--- config.mk ---
export PLATFORM = sky130hd
export DESIGN_NAME = sram_async_ctl
export DESIGN_NICKNAME = d
export VERILOG_FILES = /design/src/rtl/sram_ctl_pkg.sv /design/src/rtl/sram_phase_timer.sv /design/src/rtl/sram_seq_fsm.sv /design/src/rtl/sram_pin_regs.sv /design/src/rtl/sram_async_ctl.sv
export SDC_FILE = /design/constraint.sdc
export NUM_CORES = 1
export LEC_CHECK = 0
export CAP_MARGIN = 15
export CORE_MARGIN = 3
export CORE_UTILIZATION = 30
export DETAILED_ROUTE_END_ITERATION = 12
export DONT_BUFFER_PORTS = 1
export PLACE_DENSITY = 0.44
export SETUP_SLACK_MARGIN = 0.4
export SLEW_MARGIN = 10
export SYNTH_ARGS = -nofsm -noshare
export SYNTH_HDL_FRONTEND = slang
export SYNTH_HIERARCHICAL = 1
export SYNTH_SLANG_ARGS = --single-unit
--- constraint.sdc ---
create_clock -name clk -period 2.1 [get_ports clk]
set_input_delay 0.21 -clock clk [delete_from_list [all_inputs] [get_ports clk]]
set_output_delay 0.21 -clock clk [all_outputs]
set_load 0.02 [all_outputs]
--- src/rtl/sram_ctl_pkg.sv ---
package sram_ctl_pkg;

  typedef enum logic [2:0] {
    ST_IDLE   = 3'd0,
    ST_SETUP  = 3'd1,
    ST_WPULSE = 3'd2,
    ST_WREC   = 3'd3,
    ST_RACC   = 3'd4,
    ST_RTURN  = 3'd5
  } seq_state_t;

  typedef struct packed {
    logic ce_n;
    logic we_n;
    logic oe_n;
    logic dq_oe;
  } pin_ctl_t;

  localparam pin_ctl_t PINS_QUIET = '{ce_n: 1'b1, we_n: 1'b1, oe_n: 1'b1, dq_oe: 1'b0};

  // Whole clock cycles that cover a nanosecond minimum, never below one.
  function automatic int ns_to_cyc(input int ns, input int clk_ns);
    int c;
    c = (ns + clk_ns - 1) / clk_ns;
    if (c < 1) c = 1;
    return c;
  endfunction

  function automatic int max2(input int a, input int b);
    return (a > b) ? a : b;
  endfunction

  // Strobe levels that belong to each sequencer state.
  function automatic pin_ctl_t decode_pins(input seq_state_t s);
    pin_ctl_t p;
    p = PINS_QUIET;
    case (s)
      ST_WPULSE: begin
        p.ce_n  = 1'b0;
        p.we_n  = 1'b0;
        p.dq_oe = 1'b1;
      end
      ST_WREC: p.dq_oe = 1'b1;
      ST_RACC: begin
        p.ce_n = 1'b0;
        p.oe_n = 1'b0;
      end
      default: p = PINS_QUIET;
    endcase
    return p;
  endfunction

endpackage

--- src/rtl/sram_phase_timer.sv ---
module sram_phase_timer #(
  parameter int CNT_W = 4
) (
  input  logic             clk,
  input  logic             rst_n,
  input  logic             load,
  input  logic [CNT_W-1:0] load_val,
  output logic             last
);

  logic [CNT_W-1:0] cnt_q;

  always_ff @(posedge clk or negedge rst_n) begin
    if (!rst_n) begin
      cnt_q <= '0;
    end else if (load) begin
      cnt_q <= load_val;
    end else if (cnt_q != '0) begin
      cnt_q <= cnt_q - 1'b1;
    end
  end

  assign last = (cnt_q == '0);

endmodule

--- src/rtl/sram_seq_fsm.sv ---
module sram_seq_fsm
  import sram_ctl_pkg::*;
#(
  parameter int ADDR_W   = 19,
  parameter int DATA_W   = 8,
  parameter int WP_CYC   = 13,
  parameter int REC_CYC  = 1,
  parameter int RD_CYC   = 14,
  parameter int TURN_CYC = 5,
  parameter int CNT_W    = 4
) (
  input  logic              clk,
  input  logic              rst_n,
  input  logic              req_valid,
  input  logic              req_write,
  input  logic [ADDR_W-1:0] req_addr,
  input  logic [DATA_W-1:0] req_wdata,
  output logic              req_ready,
  output seq_state_t        state_d,
  output logic [ADDR_W-1:0] addr_q,
  output logic [DATA_W-1:0] wdata_q,
  output logic              capture,
  output logic              wr_done
);

  seq_state_t       state_q;
  logic             write_q;
  logic             last;
  logic             load;
  logic [CNT_W-1:0] load_val;

  always_comb begin
    state_d = state_q;
    case (state_q)
      ST_IDLE:   if (req_valid) state_d = ST_SETUP;
      ST_SETUP:  state_d = write_q ? ST_WPULSE : ST_RACC;
      ST_WPULSE: if (last) state_d = ST_WREC;
      ST_WREC:   if (last) state_d = ST_IDLE;
      ST_RACC:   if (last) state_d = ST_RTURN;
      ST_RTURN:  if (last) state_d = ST_IDLE;
      default:   state_d = ST_IDLE;
    endcase
  end

  // Each new phase loads its length minus one; the timer flags the last cycle.
  always_comb begin
    load = (state_d != state_q);
    case (state_d)
      ST_WPULSE: load_val = CNT_W'(WP_CYC - 1);
      ST_WREC:   load_val = CNT_W'(REC_CYC - 1);
      ST_RACC:   load_val = CNT_W'(RD_CYC - 1);
      ST_RTURN:  load_val = CNT_W'(TURN_CYC - 1);
      default:   load_val = '0;
    endcase
  end

  sram_phase_timer #(.CNT_W(CNT_W)) u_timer (
    .clk      (clk),
    .rst_n    (rst_n),
    .load     (load),
    .load_val (load_val),
    .last     (last)
  );

  always_ff @(posedge clk or negedge rst_n) begin
    if (!rst_n) begin
      state_q <= ST_IDLE;
      write_q <= 1'b0;
      addr_q  <= '0;
      wdata_q <= '0;
    end else begin
      state_q <= state_d;
      // Fields are copied only at acceptance; strobes are all high then.
      if (state_q == ST_IDLE && req_valid) begin
        write_q <= req_write;
        addr_q  <= req_addr;
        wdata_q <= req_wdata;
      end
    end
  end

  assign req_ready = (state_q == ST_IDLE);
  assign capture   = (state_q == ST_RACC) && last;
  assign wr_done   = (state_q == ST_WREC) && last;

endmodule

--- src/rtl/sram_pin_regs.sv ---
module sram_pin_regs
  import sram_ctl_pkg::*;
#(
  parameter int DATA_W = 8
) (
  input  logic              clk,
  input  logic              rst_n,
  input  seq_state_t        state_d,
  input  logic              capture,
  input  logic              wr_done,
  input  logic [DATA_W-1:0] dq_in,
  output logic              ce_n,
  output logic              we_n,
  output logic              oe_n,
  output logic              dq_oe,
  output logic              rsp_valid,
  output logic [DATA_W-1:0] rsp_rdata
);

  pin_ctl_t pins_q;

  // Strobes come straight from flops so the memory never sees a decode glitch.
  always_ff @(posedge clk or negedge rst_n) begin
    if (!rst_n) begin
      pins_q    <= PINS_QUIET;
      rsp_valid <= 1'b0;
      rsp_rdata <= '0;
    end else begin
      pins_q    <= decode_pins(state_d);
      rsp_valid <= capture | wr_done;
      if (capture) rsp_rdata <= dq_in;
    end
  end

  assign ce_n  = pins_q.ce_n;
  assign we_n  = pins_q.we_n;
  assign oe_n  = pins_q.oe_n;
  assign dq_oe = pins_q.dq_oe;

endmodule

--- src/rtl/sram_async_ctl.sv ---
module sram_async_ctl
  import sram_ctl_pkg::*;
#(
  parameter int ADDR_W    = 19,
  parameter int DATA_W    = 8,
  parameter int CLK_NS    = 4,
  parameter int T_CYC_NS  = 55,
  parameter int T_WP_NS   = 45,
  parameter int T_AW_NS   = 50,
  parameter int T_CW_NS   = 50,
  parameter int T_DW_NS   = 25,
  parameter int T_AA_NS   = 55,
  parameter int T_ACE_NS  = 55,
  parameter int T_OE_NS   = 30,
  parameter int T_HZ_NS   = 20
) (
  input  logic              clk,
  input  logic              rst_n,
  input  logic              req_valid,
  output logic              req_ready,
  input  logic              req_write,
  input  logic [ADDR_W-1:0] req_addr,
  input  logic [DATA_W-1:0] req_wdata,
  output logic              rsp_valid,
  output logic [DATA_W-1:0] rsp_rdata,
  output logic [ADDR_W-1:0] mem_addr,
  output logic              mem_ce_n,
  output logic              mem_we_n,
  output logic              mem_oe_n,
  output logic [DATA_W-1:0] mem_dq_out,
  output logic              mem_dq_oe,
  input  logic [DATA_W-1:0] mem_dq_in
);

  localparam int WC_CYC   = ns_to_cyc(T_CYC_NS, CLK_NS);
  localparam int WP_CYC   = max2(max2(ns_to_cyc(T_WP_NS, CLK_NS), ns_to_cyc(T_AW_NS, CLK_NS)),
                                 max2(ns_to_cyc(T_CW_NS, CLK_NS), ns_to_cyc(T_DW_NS, CLK_NS)));
  localparam int RD_CYC   = max2(max2(ns_to_cyc(T_AA_NS, CLK_NS), ns_to_cyc(T_ACE_NS, CLK_NS)),
                                 max2(ns_to_cyc(T_OE_NS, CLK_NS), WC_CYC));
  // Setup and idle each add one cycle to the start-to-start span of a store.
  localparam int REC_CYC  = max2(1, WC_CYC - WP_CYC - 2);
  localparam int TURN_CYC = ns_to_cyc(T_HZ_NS, CLK_NS);
  localparam int MAX_CYC  = max2(max2(WP_CYC, REC_CYC), max2(RD_CYC, TURN_CYC));
  localparam int CNT_W    = $clog2(MAX_CYC + 1);

  seq_state_t state_d;
  logic       capture;
  logic       wr_done;

  sram_seq_fsm #(
    .ADDR_W   (ADDR_W),
    .DATA_W   (DATA_W),
    .WP_CYC   (WP_CYC),
    .REC_CYC  (REC_CYC),
    .RD_CYC   (RD_CYC),
    .TURN_CYC (TURN_CYC),
    .CNT_W    (CNT_W)
  ) u_seq (
    .clk       (clk),
    .rst_n     (rst_n),
    .req_valid (req_valid),
    .req_write (req_write),
    .req_addr  (req_addr),
    .req_wdata (req_wdata),
    .req_ready (req_ready),
    .state_d   (state_d),
    .addr_q    (mem_addr),
    .wdata_q   (mem_dq_out),
    .capture   (capture),
    .wr_done   (wr_done)
  );

  sram_pin_regs #(.DATA_W(DATA_W)) u_pins (
    .clk       (clk),
    .rst_n     (rst_n),
    .state_d   (state_d),
    .capture   (capture),
    .wr_done   (wr_done),
    .dq_in     (mem_dq_in),
    .ce_n      (mem_ce_n),
    .we_n      (mem_we_n),
    .oe_n      (mem_oe_n),
    .dq_oe     (mem_dq_oe),
    .rsp_valid (rsp_valid),
    .rsp_rdata (rsp_rdata)
  );

endmodule

==> impl_metrics.sql, run 1 <==
INSERT INTO impl_metrics (metric_group, metric, value, unit) VALUES
('yosys', 'yosys_register_bits', '48', ''),
('drt', 'finalWirelength', '4020', 'um'),
('cts', 'tritoncts', 'built', ''),
('drt', 'detail-route-antenna-nets', '0', ''),
('global_routing', 'grt_antenna_before_repair', '0', ''),
('power', 'power_density', '1770', 'nW/um2'),
('power', 'vdd_ir_drop_max', '0.619', 'mV'),
('yosys', 'synth.cell_area', '2090', 'um2'),
('place', 'place_ws', '0.0795', 'ns'),
('place', 'dp.cells', '218', ''),
('global_routing', 'global_route_wire_length_before_repair', '5890', 'um'),
('floorplanning', 'io_pins', '80', ''),
('drt', 'routed_wire_length_per_instance', '17.1', 'um'),
('floorplanning', 'die_area', '7990', 'um2'),
('layout', 'flow.area_growth_from_synthesis', '15.7', '%'),
('setup_path', 'critical_path_class', 'flop to flop', ''),
('setup_path', 'critPathBufInv', '2', ''),
('setup_path', 'timing.critical_path.to_type', 'flop', ''),
('hold_path', 'holdCritPathClass', 'input pin to flop', ''),
('drt', 'vias_per_cell', '4.93', ''),
('floorplanning', 'placement_rows', '29', ''),
('setup_path', 'critical-path-max-stage-delay', '0.40', 'ns'),
('setup_path', 'cpLargestDelayFamily', 'compound AO/OA/AOI/OAI gates', ''),
('yosys', 'synth_flop_cell', 'dfrtp_1', ''),
('timing', 'fin_hold_ws', '0.0505', 'ns'),
('power', 'leakagePower', '1.03', 'nW'),
('yosys', 'syn-instance-count', '143', ''),
('yosys', 'syn-num-nets', '183', ''),
('yosys', 'synth_seq_area_share', '57.8', '%'),
('yosys', 'post_synth.cell_area_avg', '14.6', 'um2'),
('cts', 'numClockSinks', '48', ''),
('global_routing', 'grt_pass1_vias', '1234', ''),
('setup_path', 'timing.critical_path.arrival', '2.02', 'ns'),
('layout', 'layout_common_cells', '43 x dfrtp_1, 20 x mux2_2, 13 x buf_4', ''),
('timing', 'max_freq', '0.543', 'GHz'),
('cts', 'max-clock-path-buffers', '2', ''),
('cts', 'tritoncts.num_buffers', '5', ''),
('drt', 'first_iter_violations', '44', ''),
('layout', 'layoutNonFillerInstCount', '235', ''),
('setup_path', 'worst-endpoint-required', '2.28', 'ns'),
('setup_path', 'setup_crit_start_kind', 'flop', ''),
('cts', 'number_of_levels_the_h_tree_was_split_into', '2', ''),
('global_routing', 'globalRouteTotalUtil', '9.85', '%'),
('timing', 'rsz0062_at_grt', 'true', ''),
('global_routing', 'grt_remaining_overflow', '0', ''),
('yosys', 'synth-warning-count', '6', ''),
('yosys', 'synth_enable_flop_cells', '0', ''),
('floorplanning', 'core_region_area', '6530', 'um2'),
('floorplanning', 'chipWidth', '89.4', 'um'),
('cts', 'clkSlewWorstSetupHoldPaths', '0.08', 'ns'),
('global_routing', 'grt_max_degree', '49', ''),
('run', 'max_cap_viol_count', '0', ''),
('place', 'placement.io_buffers', '0', ''),
('timing', 'worst_slack', '0.259', 'ns'),
('place', 'hpwl', '2650', 'um'),
('timing', 'setup_failing_eps_final', '0', ''),
('drt', 'vias', '1159', ''),
('timing', 'post-route-period-util', '87.7', '%'),
('status', 'run_status', 'completed', ''),
('setup_path', 'worstPathCellList', 'inv_2, ha_4, nor3b_4, nor2b_1, o31ai_1, buf_4, nor3_2, a221o_1', ''),
('timing', 'totalNegativeSetupSlack', '0', 'ns'),
('drt', 'drc_errors', '0', ''),
('layout', 'fin_nets', '197', ''),
('power', 'totalPowerFinal', '4.28', 'mW'),
('place', 'final_replace_weighted_congestion', '0.728', ''),
('cts', 'clk_root_buffer_cell', 'clkbuf_8', ''),
('layout', 'n_antenna_cell', '0', ''),
('floorplanning', 'start_util', '31.9', '%'),
('timing', 'finalMaxSlewViolations', '0', ''),
('yosys', 'synth_cell_types', '40', ''),
('timing', 'finalHoldViolations', '0', ''),
('drt', 'detail_route.first_pass.iterations', '5', ''),
('setup_path', 'rrSetupSlack', '0.26', 'ns'),
('layout', 'layout.cells.most_common', 'dfrtp_1', ''),
('setup_path', 'critical_path_peak_fanout', '6', ''),
('setup_path', 'slowest_stage', 'dfrtp_1', ''),
('floorplanning', 'die-height', '89.4', 'um'),
('timing', 'setup_skew_after_layout', '0.00411', 'ns'),
('cts', 'insertion_delay', '0.29', 'ns'),
('timing', 'final_period_minus_worst_setup_slack', '1.84', 'ns'),
('yosys', 'synth-async-reset-ratio', '100', '%'),
('layout', 'final_layout_size_suffix_gt1_share', '46.2', '%');
-- state kept, by name, summed over array words and instances, names as in the netlist --
signal,count
u_seq/write_q,1
u_pins/rsp_valid,1
u_pins/oe_n,1
u_pins/we_n,1
u_pins/rsp_rdata,8
u_seq/wdata_q,8
u_seq/u_timer/cnt_q,4
u_pins/dq_oe,1
u_seq/state_q,3
u_seq/addr_q,19
u_pins/ce_n,1
-- timing repair --
action / 4_1_cts / 5_1_grt
pin swaps: 4 / 3
setup endpoints to repair: 24 / 17
resized for setup: 7 / 5
setup buffers: 6 / 1
hold buffers: 2 / 0
endpoints found under the hold margin: 48 / 0
-- final timing paths --
| kind | depth (start not counted) | end | startpoint |
|---|---|---|---|
| min in group asynchronous | 2 | u_pins/rsp_rdata[0] | rst_n |
| hold / removal | 1 | u_seq/addr_q[16] | req_addr[16] |
| hold reg to reg | 1 | u_seq/write_q | u_seq/write_q |
| max in group asynchronous | 2 | u_pins/ce_n | rst_n |
| setup reg to reg | 8 | u_seq/u_timer/cnt_q[3] | u_seq/u_timer/cnt_q[1] |
| setup / recovery | 8 | u_seq/u_timer/cnt_q[3] | u_seq/u_timer/cnt_q[1] |
-- layer usage --
layer	up-vias	wire length (um)	track usage, %
li1	526	-	-
met1	563	1640	11.5
met2	62	1900	15.5
met3	8	360	4.52
met4	0	112	4.33
met5	-	0	0
-- cell usage after synthesis (all sizes together) (3+ instances only) --
library cell / instances / share of area [%]
dfrtp: 45 / 54
mux2: 37 / 21
buf: 5 / 2.2
clkbuf: 4 / 0.72
nor2b: 4 / 1.3
nor3: 4 / 0.96
a21oi: 3 / 0.72
dfstp: 3 / 3.8
nand2: 3 / 0.54
o21ai: 3 / 0.72
or3b: 3 / 1.3
-- final cells by class --
| cell class | instances | area, um2 |
|---|---|---|
| repair buffers | 16 | 146 |
| inverters | 2 | 7.51 |
| flip-flops and latches | 48 | 1210 |
| well taps | 77 | 96.3 |
| multi-input cells | 84 | 856 |
| fillers | 605 | 4120 |
| clock buffers | 8 | 100 |
-- where the power goes --
part	leakage (nW)	internal, mW	switching [mW]
Clock	0.0515	0.301	0.287
Combinational	0.407	0.877	0.594
Sequential	0.573	1.39	0.832
Total	1.03	2.56	1.71
-- stage by stage --
stage               area, um2  utilization [%]
floorplan                2100                -
global route             2410             37.0
finish                   2410             37.0
global placement         2180             33.4
detailed placement       2180             33.4
CTS                      2390             36.6
-- cells by family (layout without fill, tap and decap cells) --
| logic type | after synthesis | after routing | share of synthesized area [%] |
|---|---|---|---|
| AND/OR/NAND/NOR | 25 | 25 | 9.36 |
| buffers and inverters | 11 | 26 | 3.30 |
| adder cells (fa/ha/maj) | 1 | 1 | 0.600 |
| other | 1 | 1 | 0.180 |
| flip-flops | 48 | 48 | 57.8 |
| XOR/XNOR | 4 | 4 | 1.68 |
| multiplexers | 39 | 39 | 22.4 |
| AO/OA/AOI/OAI | 14 | 14 | 4.74 |
No activity file was read; power rests on OpenSTA's default activity.
==> run 2: changes to the inputs <==
--- a/config.mk
+++ b/config.mk
@@ -6,11 +6,13 @@
 export NUM_CORES = 1
 export LEC_CHECK = 0
 export CAP_MARGIN = 15
+export CELL_PAD_IN_SITES_DETAIL_PLACEMENT = 2
+export CELL_PAD_IN_SITES_GLOBAL_PLACEMENT = 2
 export CORE_MARGIN = 3
 export CORE_UTILIZATION = 30
 export DETAILED_ROUTE_END_ITERATION = 12
 export DONT_BUFFER_PORTS = 1
-export PLACE_DENSITY = 0.44
+export PLACE_DENSITY = 0.62
 export SETUP_SLACK_MARGIN = 0.4
 export SLEW_MARGIN = 10
 export SYNTH_ARGS = -nofsm -noshare
==> run 2 against run 1 <==
  * Sequential share of layout area shrank 1.4 points
  * First-iteration DRC count shrank 18%
  * Sequential power is essentially flat
  * Hold slack is essentially flat
  * Flip-flop and latch count is the same
  * Setup slack lost 0.028 ns
  * Count of clock-buffer cells in the layout shrank 3
  * Fmax shrank 1.5%
  * Critical path type unchanged
  * Largest power group unchanged
==> impl_metrics.sql, run 2 (synthesis results as in run 1) <==
INSERT INTO impl_metrics (metric_group, metric, value, unit) VALUES
('status', 'run_status', 'completed', ''),
('timing', 'max_freq', '0.535', 'GHz'),
('setup_path', 'worst-endpoint-required', '2.28', 'ns'),
('place', 'final_replace_weighted_congestion', '0.687', ''),
('global_routing', 'grt_pass1_vias', '1396', ''),
('cts', 'max-clock-path-buffers', '2', ''),
('timing', 'setup_skew_after_layout', '0.00417', 'ns'),
('power', 'power_density', '1800', 'nW/um2'),
('floorplanning', 'core_region_area', '6530', 'um2'),
('cts', 'tritoncts.num_buffers', '5', ''),
('place', 'placement.io_buffers', '0', ''),
('floorplanning', 'chipWidth', '89.4', 'um'),
('layout', 'layout_common_cells', '43 x dfrtp_1, 20 x mux2_2, 17 x buf_4', ''),
('timing', 'setup_failing_eps_final', '0', ''),
('power', 'vdd_ir_drop_max', '0.685', 'mV'),
('timing', 'finalMaxSlewViolations', '0', ''),
('setup_path', 'worstPathCellList', 'inv_2, ha_4, nor3b_4, nor2b_1, o31ai_1, buf_4, nor3_2, a221o_1', ''),
('floorplanning', 'die_area', '7990', 'um2'),
('layout', 'largest_reg_flops', '19', ''),
('drt', 'detail_route.first_pass.iterations', '4', ''),
('setup_path', 'timing.critical_path.to_type', 'flop', ''),
('cts', 'number_of_levels_the_h_tree_was_split_into', '2', ''),
('run', 'max_cap_viol_count', '0', ''),
('layout', 'final_layout_size_suffix_gt1_share', '48.2', '%'),
('drt', 'first_iter_violations', '36', ''),
('drt', 'drc_errors', '0', ''),
('hold_path', 'holdCritPathClass', 'input pin to flop', ''),
('layout', 'multi_input_comb_area', '860', 'um2'),
('power', 'leakagePower', '1.07', 'nW'),
('power', 'switching_portion_of_total_power', '39.6', '%'),
('power', 'power.share.sequential', '50.1', '%'),
('timing', 'finalHoldViolations', '0', ''),
('floorplanning', 'io_pins', '80', ''),
('setup_path', 'timing.critical_path.arrival', '2.05', 'ns'),
('setup_path', 'critical_path_peak_fanout', '6', ''),
('cts', 'clkSlewWorstSetupHoldPaths', '0.08', 'ns'),
('global_routing', 'grt_max_degree', '49', ''),
('drt', 'vias', '1231', ''),
('global_routing', 'grt_remaining_overflow', '0', ''),
('cts', 'tritoncts', 'built', ''),
('setup_path', 'worst_setup_path_startpoint', 'u_seq/u_timer/cnt_q[1]', ''),
('layout', 'largest_registers_in_the_final_layout', 'u_seq/addr_q (19), u_pins/rsp_rdata (8), u_seq/wdata_q (8)', ''),
('cts', 'numClockSinks', '48', ''),
('timing', 'rsz0062_at_grt', 'true', ''),
('global_routing', 'grt_antenna_before_repair', '0', ''),
('layout', 'regMostFlops', 'u_seq/addr_q', ''),
('power', 'internal_power', '2.69', 'mW'),
('layout', 'utilization', '38.0', '%'),
('setup_path', 'critical_path_class', 'flop to flop', ''),
('layout', 'flow.area_growth_from_synthesis', '19.0', '%'),
('floorplanning', 'start_util', '31.9', '%'),
('setup_path', 'slowest_stage', 'dfrtp_1', ''),
('layout', 'fin_nets', '203', ''),
('place', 'hpwl', '3040', 'um'),
('layout', 'layout.cells.most_common', 'dfrtp_1', ''),
('drt', 'detail-route-antenna-nets', '0', ''),
('timing', 'final_period_minus_worst_setup_slack', '1.87', 'ns'),
('setup_path', 'setup_crit_start_kind', 'flop', ''),
('timing', 'totalNegativeSetupSlack', '0', 'ns'),
('layout', 'fillCellCount', '668', ''),
('timing', 'post-route-period-util', '89.0', '%'),
('floorplanning', 'placement_rows', '29', ''),
('hold_path', 'min-delay-start', 'req_wdata[3]', ''),
('global_routing', 'globalRouteTotalUtil', '11.1', '%'),
('layout', 'layout.area.seq', '1210', 'um2'),
('power', 'share_comb_of_total_power', '35.4', '%'),
('power', 'net-switching-power', '1.77', 'mW'),
('setup_path', 'critical-path-max-stage-delay', '0.40', 'ns'),
('cts', 'insertion_delay', '0.29', 'ns'),
('drt', 'vias_per_cell', '5.11', ''),
('power', 'power_frac_clock', '14.5', '%'),
('layout', 'n_antenna_cell', '0', ''),
('global_routing', 'global_route_wire_length_before_repair', '6770', 'um'),
('drt', 'routed_wire_length_per_instance', '18.4', 'um'),
('cts', 'clk_root_buffer_cell', 'clkbuf_8', ''),
('floorplanning', 'die-height', '89.4', 'um'),
('drt', 'finalWirelength', '4440', 'um'),
('setup_path', 'worstReg2RegStart', 'u_seq/u_timer/cnt_q[1]', '');
-- run 2: cell type report --
type                       instances  share of cell area [%]
sequential                        48                    48.7
multi-input combinational         84                    34.6
timing repair buffer              22                    8.02
tap                               77                    3.88
clock buffer                       5                    2.77
clock inverter                     3                    1.71
inverter                           2                   0.303
-- run 2: power groups by stage --
stage	Clock, mW	Combinational (mW)	Sequential [mW]
floorplan	0	1.11	2.09
global placement	0	1.19	2.24
detailed placement	0	1.27	2.25
CTS	0.683	1.49	2.24
global route	0.735	1.74	2.32
finish	0.645	1.58	2.23
-- run 2: critical path: cells and delay by family, from the launching register on --
family / cells / cell delay [ns]
AOI/OAI and AO/OA: 2 / 0.51
adders and majority gates: 1 / 0.14
buffers and inverters: 2 / 0.29
DFF: 1 / 0.40
and+or+nand+nor: 3 / 0.42
-- run 2: final timing paths --
path	endpoint	slack, ns	cells after the start
max in group asynchronous	u_pins/we_n	1.39	2
min in group asynchronous	u_seq/u_timer/cnt_q[3]	0.44	2
setup / recovery	u_seq/u_timer/cnt_q[3]	0.23	8
hold reg to reg	u_seq/write_q	0.55	1
hold / removal	u_seq/wdata_q[3]	0.05	1
setup reg to reg	u_seq/u_timer/cnt_q[3]	0.23	8
-- run 2: routing by layer --
metal	global-route usage (%)	vias up	share of wire (%)
li1	-	539	-
met1	12.3	634	37
met2	19.7	56	55
met3	4.79	2	8.2
met4	2.84	0	0.36
met5	0	-	0
-- run 2: repair_timing --
item,CTS,global route
cloned,0,0
pin swaps,5,5
hold endpoints to repair,48,0
gates resized for setup,6,8
endpoints found under the setup margin,33,42
buffers inserted,10,3
hold buffers,2,0
-- run 2: metrics by stage --
stage	setup WS (ns)	total power, mW	hold slack (ns)	std cells	area, um2
after floorplan	0.199	3.20	-0.0856	143	2100
after global placement	0.165	3.42	-0.0842	218	2180
after detailed placement	0.0404	3.52	-0.0845	218	2180
after CTS	0.226	4.42	0.0357	238	2430
after global routing	0.133	4.79	0.0256	241	2480
final	0.232	4.46	0.0505	241	2480
==> run 3: changes to the inputs <==
--- a/config.mk
+++ b/config.mk
@@ -8,10 +8,13 @@
 export CAP_MARGIN = 15
 export CELL_PAD_IN_SITES_DETAIL_PLACEMENT = 2
 export CELL_PAD_IN_SITES_GLOBAL_PLACEMENT = 2
+export CORE_ASPECT_RATIO = 2
 export CORE_MARGIN = 3
 export CORE_UTILIZATION = 30
+export CTS_CLUSTER_DIAMETER = 40
 export DETAILED_ROUTE_END_ITERATION = 12
 export DONT_BUFFER_PORTS = 1
+export MAX_ROUTING_LAYER = met4
 export PLACE_DENSITY = 0.62
 export SETUP_SLACK_MARGIN = 0.4
 export SLEW_MARGIN = 10
==> run 3 against run 2 <==
  * Via count is 3.5% lower
  * Clock skew grew 0.0024 ns
  * Sequential share of layout area down 0.41 points
  * Flip-flop and latch count unchanged
  * Register-to-register slack gained 0.04 ns
  * Count of clock-buffer cells in the layout grew 1
  * Utilization is 0.49 points lower
  * Clock power up 35%
  * First-iteration DRC count rose by 5.6%
==> impl_metrics.sql, run 3 (synthesis results as in run 1) <==
INSERT INTO impl_metrics (metric_group, metric, value, unit) VALUES
('status', 'run_status', 'completed', ''),
('cts', 'numClockSinks', '48', ''),
('floorplanning', 'chipWidth', '65.0', 'um'),
('timing', 'setup_failing_eps_final', '0', ''),
('drt', 'first_iter_violations', '38', ''),
('layout', 'regMostFlops', 'u_seq/addr_q', ''),
('floorplanning', 'die-height', '124', 'um'),
('hold_path', 'holdCritPathClass', 'input pin to flop', ''),
('drt', 'drc_errors', '0', ''),
('layout', 'flow.area_growth_from_synthesis', '20.0', '%'),
('power', 'vdd_ir_drop_max', '0.882', 'mV'),
('setup_path', 'timing.critical_path.to_type', 'flop', ''),
('cts', 'insertion_delay', '0.28', 'ns'),
('drt', 'detail-route-antenna-nets', '0', ''),
('power', 'leakagePower', '1.06', 'nW'),
('layout', 'n_antenna_cell', '0', ''),
('layout', 'layout.cells.most_common', 'dfrtp_1', ''),
('layout', 'design_area', '2500', 'um2'),
('global_routing', 'globalRouteTotalUtil', '12.2', '%'),
('drt', 'vias_per_cell', '4.83', ''),
('timing', 'finalMaxSlewViolations', '0', ''),
('timing', 'max_freq', '0.548', 'GHz'),
('timing', 'post-route-period-util', '86.8', '%'),
('layout', 'fin_nets', '197', ''),
('cts', 'max-clock-path-buffers', '2', ''),
('global_routing', 'global_route_wire_length_before_repair', '7040', 'um'),
('layout', 'fillCellCount', '682', ''),
('global_routing', 'grt_pass1_vias', '1309', ''),
('cts', 'clkSlewWorstSetupHoldPaths', '0.06', 'ns'),
('cts', 'tritoncts.num_buffers', '5', ''),
('layout', 'largest_reg_flops', '19', ''),
('place', 'postPlaceCellArea', '2200', 'um2'),
('drt', 'vias', '1188', ''),
('floorplanning', 'io_pins', '80', ''),
('run', 'max_cap_viol_count', '0', ''),
('floorplanning', 'start_util', '31.3', '%'),
('global_routing', 'grt_remaining_overflow', '0', ''),
('floorplanning', 'die_area', '8050', 'um2'),
('drt', 'routed_wire_length_per_instance', '18.4', 'um'),
('layout', 'largest_registers_in_the_final_layout', 'u_seq/addr_q (19), u_pins/rsp_rdata (8), u_seq/wdata_q (8)', ''),
('cts', 'number_of_levels_the_h_tree_was_split_into', '2', ''),
('layout', 'final_layout_size_suffix_gt1_share', '45.6', '%'),
('global_routing', 'grt_antenna_before_repair', '0', ''),
('timing', 'rsz0062_at_grt', 'true', ''),
('cts', 'clk_root_buffer_cell', 'clkbuf_16', ''),
('setup_path', 'critical_path_peak_fanout', '9', ''),
('setup_path', 'setup_crit_start_kind', 'flop', ''),
('floorplanning', 'placement_rows', '42', ''),
('drt', 'detail_route.first_pass.iterations', '3', ''),
('timing', 'setup_skew_after_layout', '0.00652', 'ns'),
('power', 'power_density', '1850', 'nW/um2'),
('setup_path', 'critical_path_class', 'flop to flop', ''),
('layout', 'layout_common_cells', '43 x dfrtp_1, 20 x mux2_2, 12 x buf_4', ''),
('timing', 'finalHoldViolations', '0', ''),
('setup_path', 'timing.critical_path.arrival', '1.99', 'ns'),
('cts', 'tritoncts', 'built', ''),
('global_routing', 'grt_max_degree', '49', ''),
('place', 'placement.io_buffers', '0', ''),
('drt', 'finalWirelength', '4530', 'um'),
('place', 'final_replace_weighted_congestion', '0.642', ''),
('timing', 'totalNegativeSetupSlack', '0', 'ns'),
('floorplanning', 'core_region_area', '6670', 'um2'),
('timing', 'final_period_minus_worst_setup_slack', '1.82', 'ns'),
('setup_path', 'worst-endpoint-required', '2.27', 'ns'),
('place', 'hpwl', '3170', 'um');
==> run 3: final cells by class <==
cell class	instances	area [um2]	share of cell area, %
multi-input cells	84	855	34.2
flip-flops and latches	48	1210	48.3
inverters	2	7.51	0.300
well taps	88	110	4.40
repair buffers	16	159	6.35
clock buffers	6	129	5.15
clock inverters	2	35.0	1.40
==> run 3: power breakdown <==
part           internal (mW)  total (mW)  switching [mW]
combinational          0.901        1.51           0.611
clock                  0.559       0.873           0.314
sequential              1.39        2.24           0.850
==> run 3: through the flow <==
stage | std cells | hold slack [ns] | power [mW] | utilization [%] | setup WS (ns)
floorplan | 143 | -0.0856 | 3.20 | - | 0.199
global placement | 228 | -0.0835 | 3.46 | 33.0 | 0.186
detailed placement | 228 | -0.0833 | 3.55 | 33.0 | 0.113
CTS | 242 | 0.0492 | 4.62 | 37.0 | 0.260
global route | 246 | 0.0474 | 4.94 | 37.5 | 0.143
finish | 246 | 0.0539 | 4.62 | 37.5 | 0.276
==> run 3: path summary, 6_finish.rpt <==
| kind | from | end | slack (ns) | depth (start not counted) |
|---|---|---|---|---|
| hold / removal | req_addr[15] | u_seq/addr_q[15] | 0.05 | 1 |
| setup reg to reg | u_seq/u_timer/cnt_q[1] | u_pins/rsp_rdata[7] | 0.28 | 6 |
| setup / recovery | u_seq/u_timer/cnt_q[1] | u_pins/rsp_rdata[7] | 0.28 | 6 |
| max in group asynchronous | rst_n | u_pins/we_n | 1.37 | 2 |
| min in group asynchronous | rst_n | u_seq/addr_q[9] | 0.44 | 2 |
| hold reg to reg | u_seq/write_q | u_seq/write_q | 0.54 | 1 |
==> run 3: what timing repair did <==
action,in CTS,in global routing
pin swaps,4,2
setup endpoints to repair,44,17
buffers inserted,4,4
endpoints found under the hold margin,48,0
resized for setup,9,1
hold buffers,2,0
==> run 3: worst max-delay path, cell delays in order, from the launching register on <==
cell	delay, ns
dfrtp_1	0.39
inv_2	0.09
ha_4	0.14
nor3b_4	0.27
nor4bb_2	0.26
buf_4	0.25
mux2_4	0.32
==> run 3: layer usage <==
metal	wire length (um)	track usage (%)	vias to the layer above	part of all wire, %
met3	183	3.70	5	4.0
met2	2700	20.6	32	60
met4	72	4.77	0	1.6
li1	-	-	526	-
met5	0	-	-	0
met1	1570	13.2	625	35
